[src/rtl/pind_pkg.sv]
package pind_pkg;

    typedef enum logic [2:0] {
        MODE_OFF,
        MODE_LOW,
        MODE_HIGH,
        MODE_RISE,
        MODE_FALL,
        MODE_BOTH
    } pin_mode_e;

    localparam logic [3:0] CODE_LOW  = 4'h8;
    localparam logic [3:0] CODE_RISE = 4'h9;
    localparam logic [3:0] CODE_FALL = 4'hA;
    localparam logic [3:0] CODE_BOTH = 4'hB;
    localparam logic [3:0] CODE_HIGH = 4'hC;

    // any code not listed above selects no detection
    function automatic pin_mode_e decode_mode(input logic [3:0] code);
        pin_mode_e m;
        case (code)
            CODE_LOW:  m = MODE_LOW;
            CODE_HIGH: m = MODE_HIGH;
            CODE_RISE: m = MODE_RISE;
            CODE_FALL: m = MODE_FALL;
            CODE_BOTH: m = MODE_BOTH;
            default:   m = MODE_OFF;
        endcase
        return m;
    endfunction

endpackage

[src/rtl/pind_sync.sv]
module pind_sync #(
    parameter int W      = 32,
    parameter int STAGES = 2
) (
    input  logic         clk,
    input  logic         rst_n,
    input  logic [W-1:0] din,
    output logic [W-1:0] dout
);

    logic [STAGES-1:0][W-1:0] pipe_d, pipe_q;

    always_comb begin
        pipe_d = {pipe_q[STAGES-2:0], din};
    end

    always_ff @(posedge clk) begin
        if (!rst_n) pipe_q <= '0;
        else        pipe_q <= pipe_d;
    end

    assign dout = pipe_q[STAGES-1];

endmodule

[src/rtl/pind_detect.sv]
module pind_detect
    import pind_pkg::*;
#(
    parameter int NPIN  = 32,
    parameter int CFG_W = 4
) (
    input  logic [NPIN-1:0][CFG_W-1:0] cfg_i,
    input  logic [NPIN-1:0]            lvl_i,
    input  logic [NPIN-1:0]            prv_i,
    output logic [NPIN-1:0]            hit_o
);

    for (genvar g = 0; g < NPIN; g++) begin : g_pin
        logic hit_b;
        always_comb begin
            case (decode_mode(cfg_i[g]))
                MODE_LOW:  hit_b = !lvl_i[g];
                MODE_HIGH: hit_b = lvl_i[g];
                MODE_RISE: hit_b = lvl_i[g] && !prv_i[g];
                MODE_FALL: hit_b = !lvl_i[g] && prv_i[g];
                MODE_BOTH: hit_b = lvl_i[g] ^ prv_i[g];
                default:   hit_b = 1'b0;
            endcase
        end
        assign hit_o[g] = hit_b;
    end

endmodule

[src/rtl/pind_addr_dec.sv]
module pind_addr_dec #(
    parameter int             NPIN        = 32,
    parameter int             AW          = 8,
    parameter logic [AW-1:0]  FLAG_OFFSET = 8'hA0
) (
    input  logic [AW-1:0]   addr_i,
    output logic [NPIN-1:0] sel_cfg_o,
    output logic            sel_flag_o
);

    localparam int STRIDE = 4;

    for (genvar g = 0; g < NPIN; g++) begin : g_sel
        localparam logic [AW-1:0] BASE = AW'(g * STRIDE);
        assign sel_cfg_o[g] = (addr_i == BASE);
    end

    assign sel_flag_o = (addr_i == FLAG_OFFSET);

endmodule

[src/rtl/pin_irq_detect.sv]
module pin_irq_detect
    import pind_pkg::*;
#(
    parameter int             NPIN        = 32,
    parameter int             AW          = 8,
    parameter int             DW          = 32,
    parameter int             SYNC_STAGES = 2,
    parameter int             FIELD_LSB   = 16,
    parameter logic [AW-1:0]  FLAG_OFFSET = 8'hA0
) (
    input  logic          clk,
    input  logic          rst_n,
    input  logic          bus_wr,
    input  logic          bus_rd,
    input  logic [AW-1:0] bus_addr,
    input  logic [DW-1:0] bus_wdata,
    output logic [DW-1:0] bus_rdata,
    input  logic [31:0]   pin_i,
    output logic          irq_o
);

    localparam int CFG_W = 4;

    typedef struct packed {
        logic [NPIN-1:0][CFG_W-1:0] cfg;
        logic [NPIN-1:0]            flag;
        logic [NPIN-1:0]            prev;
        logic                       irq;
        logic [DW-1:0]              rdata;
    } state_t;

    state_t state_d, state_q;

    logic [NPIN-1:0] lvl;
    logic [NPIN-1:0] hit;
    logic [NPIN-1:0] sel_cfg;
    logic            sel_flag;
    logic [NPIN-1:0] clr_mask;
    logic [DW-1:0]   rd_val;

    pind_sync #(.W(NPIN), .STAGES(SYNC_STAGES)) u_sync (
        .clk   (clk),
        .rst_n (rst_n),
        .din   (pin_i[NPIN-1:0]),
        .dout  (lvl)
    );

    pind_detect #(.NPIN(NPIN), .CFG_W(CFG_W)) u_detect (
        .cfg_i (state_q.cfg),
        .lvl_i (lvl),
        .prv_i (state_q.prev),
        .hit_o (hit)
    );

    pind_addr_dec #(.NPIN(NPIN), .AW(AW), .FLAG_OFFSET(FLAG_OFFSET)) u_dec (
        .addr_i     (bus_addr),
        .sel_cfg_o  (sel_cfg),
        .sel_flag_o (sel_flag)
    );

    // read mux
    always_comb begin
        rd_val = '0;
        for (int i = 0; i < NPIN; i++) begin
            if (sel_cfg[i]) rd_val[FIELD_LSB +: CFG_W] = state_q.cfg[i];
        end
        if (sel_flag) rd_val[NPIN-1:0] = state_q.flag;
    end

    assign clr_mask = (bus_wr && sel_flag) ? bus_wdata[NPIN-1:0] : '0;

    // next-state
    always_comb begin
        state_d      = state_q;
        state_d.prev = lvl;
        state_d.irq  = |state_q.flag;
        for (int i = 0; i < NPIN; i++) begin
            if (bus_wr && sel_cfg[i]) state_d.cfg[i] = bus_wdata[FIELD_LSB +: CFG_W];
        end
        // a fresh detection outranks a same-cycle clear
        state_d.flag = (state_q.flag & ~clr_mask) | hit;
        if (bus_rd) state_d.rdata = rd_val;
    end

    always_ff @(posedge clk) begin
        if (!rst_n) state_q <= '0;
        else        state_q <= state_d;
    end

    assign bus_rdata = state_q.rdata;
    assign irq_o     = state_q.irq;

endmodule

[config.mk]
export PLATFORM = sky130hd
export DESIGN_NAME = pin_irq_detect
export DESIGN_NICKNAME = d
export VERILOG_FILES = /design/src/rtl/pind_pkg.sv /design/src/rtl/pind_sync.sv /design/src/rtl/pind_detect.sv /design/src/rtl/pind_addr_dec.sv /design/src/rtl/pin_irq_detect.sv
export SDC_FILE = /design/constraint.sdc
export NUM_CORES = 1
export LEC_CHECK = 0
export BUFFER_PORTS_ARGS = -buffer_cell sky130_fd_sc_hd__buf_2
export CAP_MARGIN = 20
export CORE_UTILIZATION = 60
export CTS_CLUSTER_DIAMETER = 150
export DETAILED_ROUTE_END_ITERATION = 10
export PLACE_DENSITY_LB_ADDON = 0.08
export SLEW_MARGIN = 20
export SYNTH_ARGS = -nofsm -noshare
export SYNTH_HDL_FRONTEND = slang
export SYNTH_SLANG_ARGS = --single-unit
[constraint.sdc]
create_clock -name clk -period 5.9 [get_ports clk]
set_input_delay 0.59 -clock clk [delete_from_list [all_inputs] [get_ports clk]]
set_output_delay 0.59 -clock clk [all_outputs]
set_load 0.01 [all_outputs]
==> results.py <==
metrics = {
    "run_status": {
        "outcome": "finished, final reports clean",
    },
    "placed_design": {
        "dpl.hpwl_um": 24900,
        "port_buffers": 108,
        "place_inst": 2011,
        "gp_congestion": 0.908,
    },
    "synthesis": {
        "ys_seq_elements": 289,
        "yosys.cell_types.count": 79,
        "syn_nets": 1857,
        "yosys_warnings": 0,
        "synth_flop_cell": "dfxtp_1",
        "synth.avg_cell_area_um2": 8.56,
        "syn_inst": 1717,
        "synth_edf_count": 0,
        "synth.top_cell.area_share_pct": 39.3,
        "synth_area_leaders": "dfxtp_1, a21boi_0, mux2i_1",
        "syn_area_mm2": 0.0147,
        "synth_top_area_cell": "dfxtp_1",
        "seq_area_frac_synth_pct": 39.3,
        "synthArstFlopShare_pct": 0,
    },
    "route": {
        "wl_met3_um": 2820,
        "drtIter0Drc": 1154,
        "viasPerCell": 5.84,
        "wl_met1_um": 16600,
        "dr.pass1.iters": 5,
        "avgRoutedWirePerCell_um": 17.7,
        "ant_nets": 0,
        "drc_errors": 0,
        "wl_met2_um": 16200,
        "via_count": 12073,
        "wl_um": 36500,
        "dr.max_layer_used": "met5",
    },
    "timing": {
        "finalCriticalPeriod_ns": 2.94,
        "max_clock_freq_mhz": 340,
        "rsz0062_at_grt": "no",
        "drv_slew": 0,
        "setup-tns-final_ns": 0,
        "worst_slew_pin_slew_ns": 1.09,
        "hold_viol_final": 0,
        "max_slew_margin_pct": 27.3,
        "min_period_over_period_pct": 49.8,
        "setup_viol": 0,
        "finalClockSkew_ns": 0.0107,
    },
    "clock_network": {
        "clk_pin_slew_ns": 0.06,
        "postCtsHoldBufs": 0,
        "clk_latency_ns": 0.56,
        "postCtsSetupBuffers": 0,
        "cts_tree": "yes",
        "cts_buffers": 30,
        "numClockSinks": 289,
        "cts_resized": 0,
        "htreeDepth": 1,
        "cts_root_buf": "clkbuf_16",
        "clock_path_buffers": 3,
    },
    "finish": {
        "nFillCells": 1964,
        "final_common_cell": "dfxtp_1",
        "fin_cells": 2067,
        "final_cell_mix": "dfxtp_1, nand2_1, nand3_1",
        "area_growth_pct": 9.27,
        "nNetsFinal": 1864,
        "drive_gt1_share_pct": 11.1,
        "multi_input_area_mm2": 0.00786,
        "seqCellArea_mm2": 0.00579,
    },
    "critical_path": {
        "cp.required_ns": 6.35,
        "endpoint_kind": "flip-flop",
        "path_class": "input pin to flip-flop",
        "path_max_fanout": 38,
        "cp_data_arrival_time_ns": 3.39,
        "start_kind": "input pin",
    },
    "floorplan": {
        "chipWidth_um": 159,
        "row_count": 56,
        "dieArea_mm2": 0.0251,
        "die_h_um": 159,
        "start_util_pct": 61.9,
        "core_mm2": 0.0238,
        "pin_count": 109,
    },
    "global_route": {
        "grtUsageTotal_pct": 29.5,
        "grt_max_degree": 181,
        "grt_pass1_wl_um": 58500,
        "grt_pass1_vias": 11148,
        "grt_overflow_total": 0,
        "antenna_found_initial": 4,
    },
    "pwr": {
        "p_leak_uw": 0.00628,
        "p_per_area_mw_per_mm2": 261,
        "peakVddDrop_v": 0.000251,
    },
    "run": {
        "drv_cap": 0,
    },
    "hold_path": {
        "min_path_type": "input pin to flip-flop",
    },
}
## area by class of cell
cell class,instances,area share (%)
inverter,100,2.34
timing repair buffer,117,3.82
multi-input combinational,1186,48.9
antenna,1,0.0156
clock inverter,10,0.670
sequential,289,36.0
clock buffer,45,5.78
tap,319,2.48
## worst paths after layout
kind	startpoint	end	slack, ns	cells after the start
worst min register to register	u_sync.pipe_d[40]	u_sync.dout[8]	0.43	1
worst min-delay path	pin_i[13]	u_sync.pipe_d[45]	0.23	2
worst max register to register	state_q[174]	bus_rdata[17]	3.95	7
worst max-delay path	bus_addr[3]	bus_rdata[16]	2.96	7
## cells in the mapped netlist (3+ instances only)
| library cell | n |
|---|---|
| a31oi_1 | 3 |
| nand3_1 | 132 |
| o21ai_1 | 6 |
| xor2_1 | 31 |
| a32oi_1 | 3 |
| a222oi_1 | 3 |
| or4b_1 | 3 |
| nor2_2 | 5 |
| nor4_1 | 9 |
| nor2_1 | 29 |
| clkbuf_1 | 73 |
| buf_2 | 28 |
| a21boi_1 | 10 |
| mux2i_1 | 87 |
| a221oi_1 | 4 |
| inv_1 | 98 |
| and3_1 | 3 |
| and2_1 | 96 |
| nor2b_1 | 52 |
| nand2_1 | 223 |
| mux2_2 | 5 |
| nor4b_2 | 3 |
| nand4_1 | 3 |
| o2111ai_1 | 3 |
| o211ai_1 | 41 |
| buf_1 | 9 |
| o22ai_1 | 15 |
| a21boi_0 | 130 |
| buf_4 | 32 |
| nand4bb_1 | 4 |
| dfxtp_1 | 289 |
| a22oi_1 | 8 |
| ha_1 | 64 |
| o21ai_0 | 82 |
| a211oi_1 | 6 |
| nand3b_1 | 33 |
| a21oi_1 | 25 |
| nor3_1 | 11 |
| o31ai_1 | 4 |
## registers in the layout (all words and copies together), names as in the netlist
| name | count |
|---|---|
| bus_rdata | 32 |
| irq_o | 1 |
| state_q | 192 |
| u_sync.dout | 32 |
| u_sync.pipe_d | 32 |
## stage by stage
stage	hold slack [ns]	worst slack (ns)	utilization, %	power, uW	instance area (um2)
final	0.233	2.96	67.7	4190	16100
after global routing	0.223	2.79	67.6	4330	16100
after CTS	0.218	3.15	67.6	4210	16100
after detailed placement	0.417	2.57	63.3	2280	15000
after global placement	0.414	2.72	63.3	2270	15000
after floorplan	0.412	3.59	-	2200	14700
## per-layer routing
metal,global-route usage (%),vias to the layer above
met3,5.31,68
met4,8.93,2
met1,41.0,5673
met2,46.5,437
met5,0,-
li1,-,5893
## where the power goes
group / internal, uW / leakage (uW) / switching [uW] / total, uW
registers: 1980 / 0.00234 / 18.2 / 2000
clock network: 1170 / 0.000519 / 783 / 1950
logic: 91.4 / 0.00342 / 147 / 238
total: 3240 / 0.00628 / 948 / 4190
## worst max-delay path, stage by stage
cell	delay [ns]
buf_2	0.57
nand4bb_1	0.73
nor2_1	0.79
nor2_1	0.15
a221oi_1	0.27
o21ai_1	0.10
a21o_1	0.17
## logic make-up (layout without fill, tap and decap cells)
| kind of cell | Yosys count | in the layout | synth area share (%) |
|---|---|---|---|
| and+or+nand+nor | 630 | 630 | 22.6 |
| AOI/OAI and AO/OA | 367 | 367 | 17.0 |
| DFF | 289 | 289 | 39.3 |
| buffers and inverters | 242 | 272 | 7.23 |
| muxes | 94 | 94 | 6.53 |
| adders and majority gates | 64 | 64 | 5.45 |
| xor gates and xnor gates | 31 | 31 | 1.85 |
| other | 0 | 1 | 0 |
(Power assumes the default switching activity.)
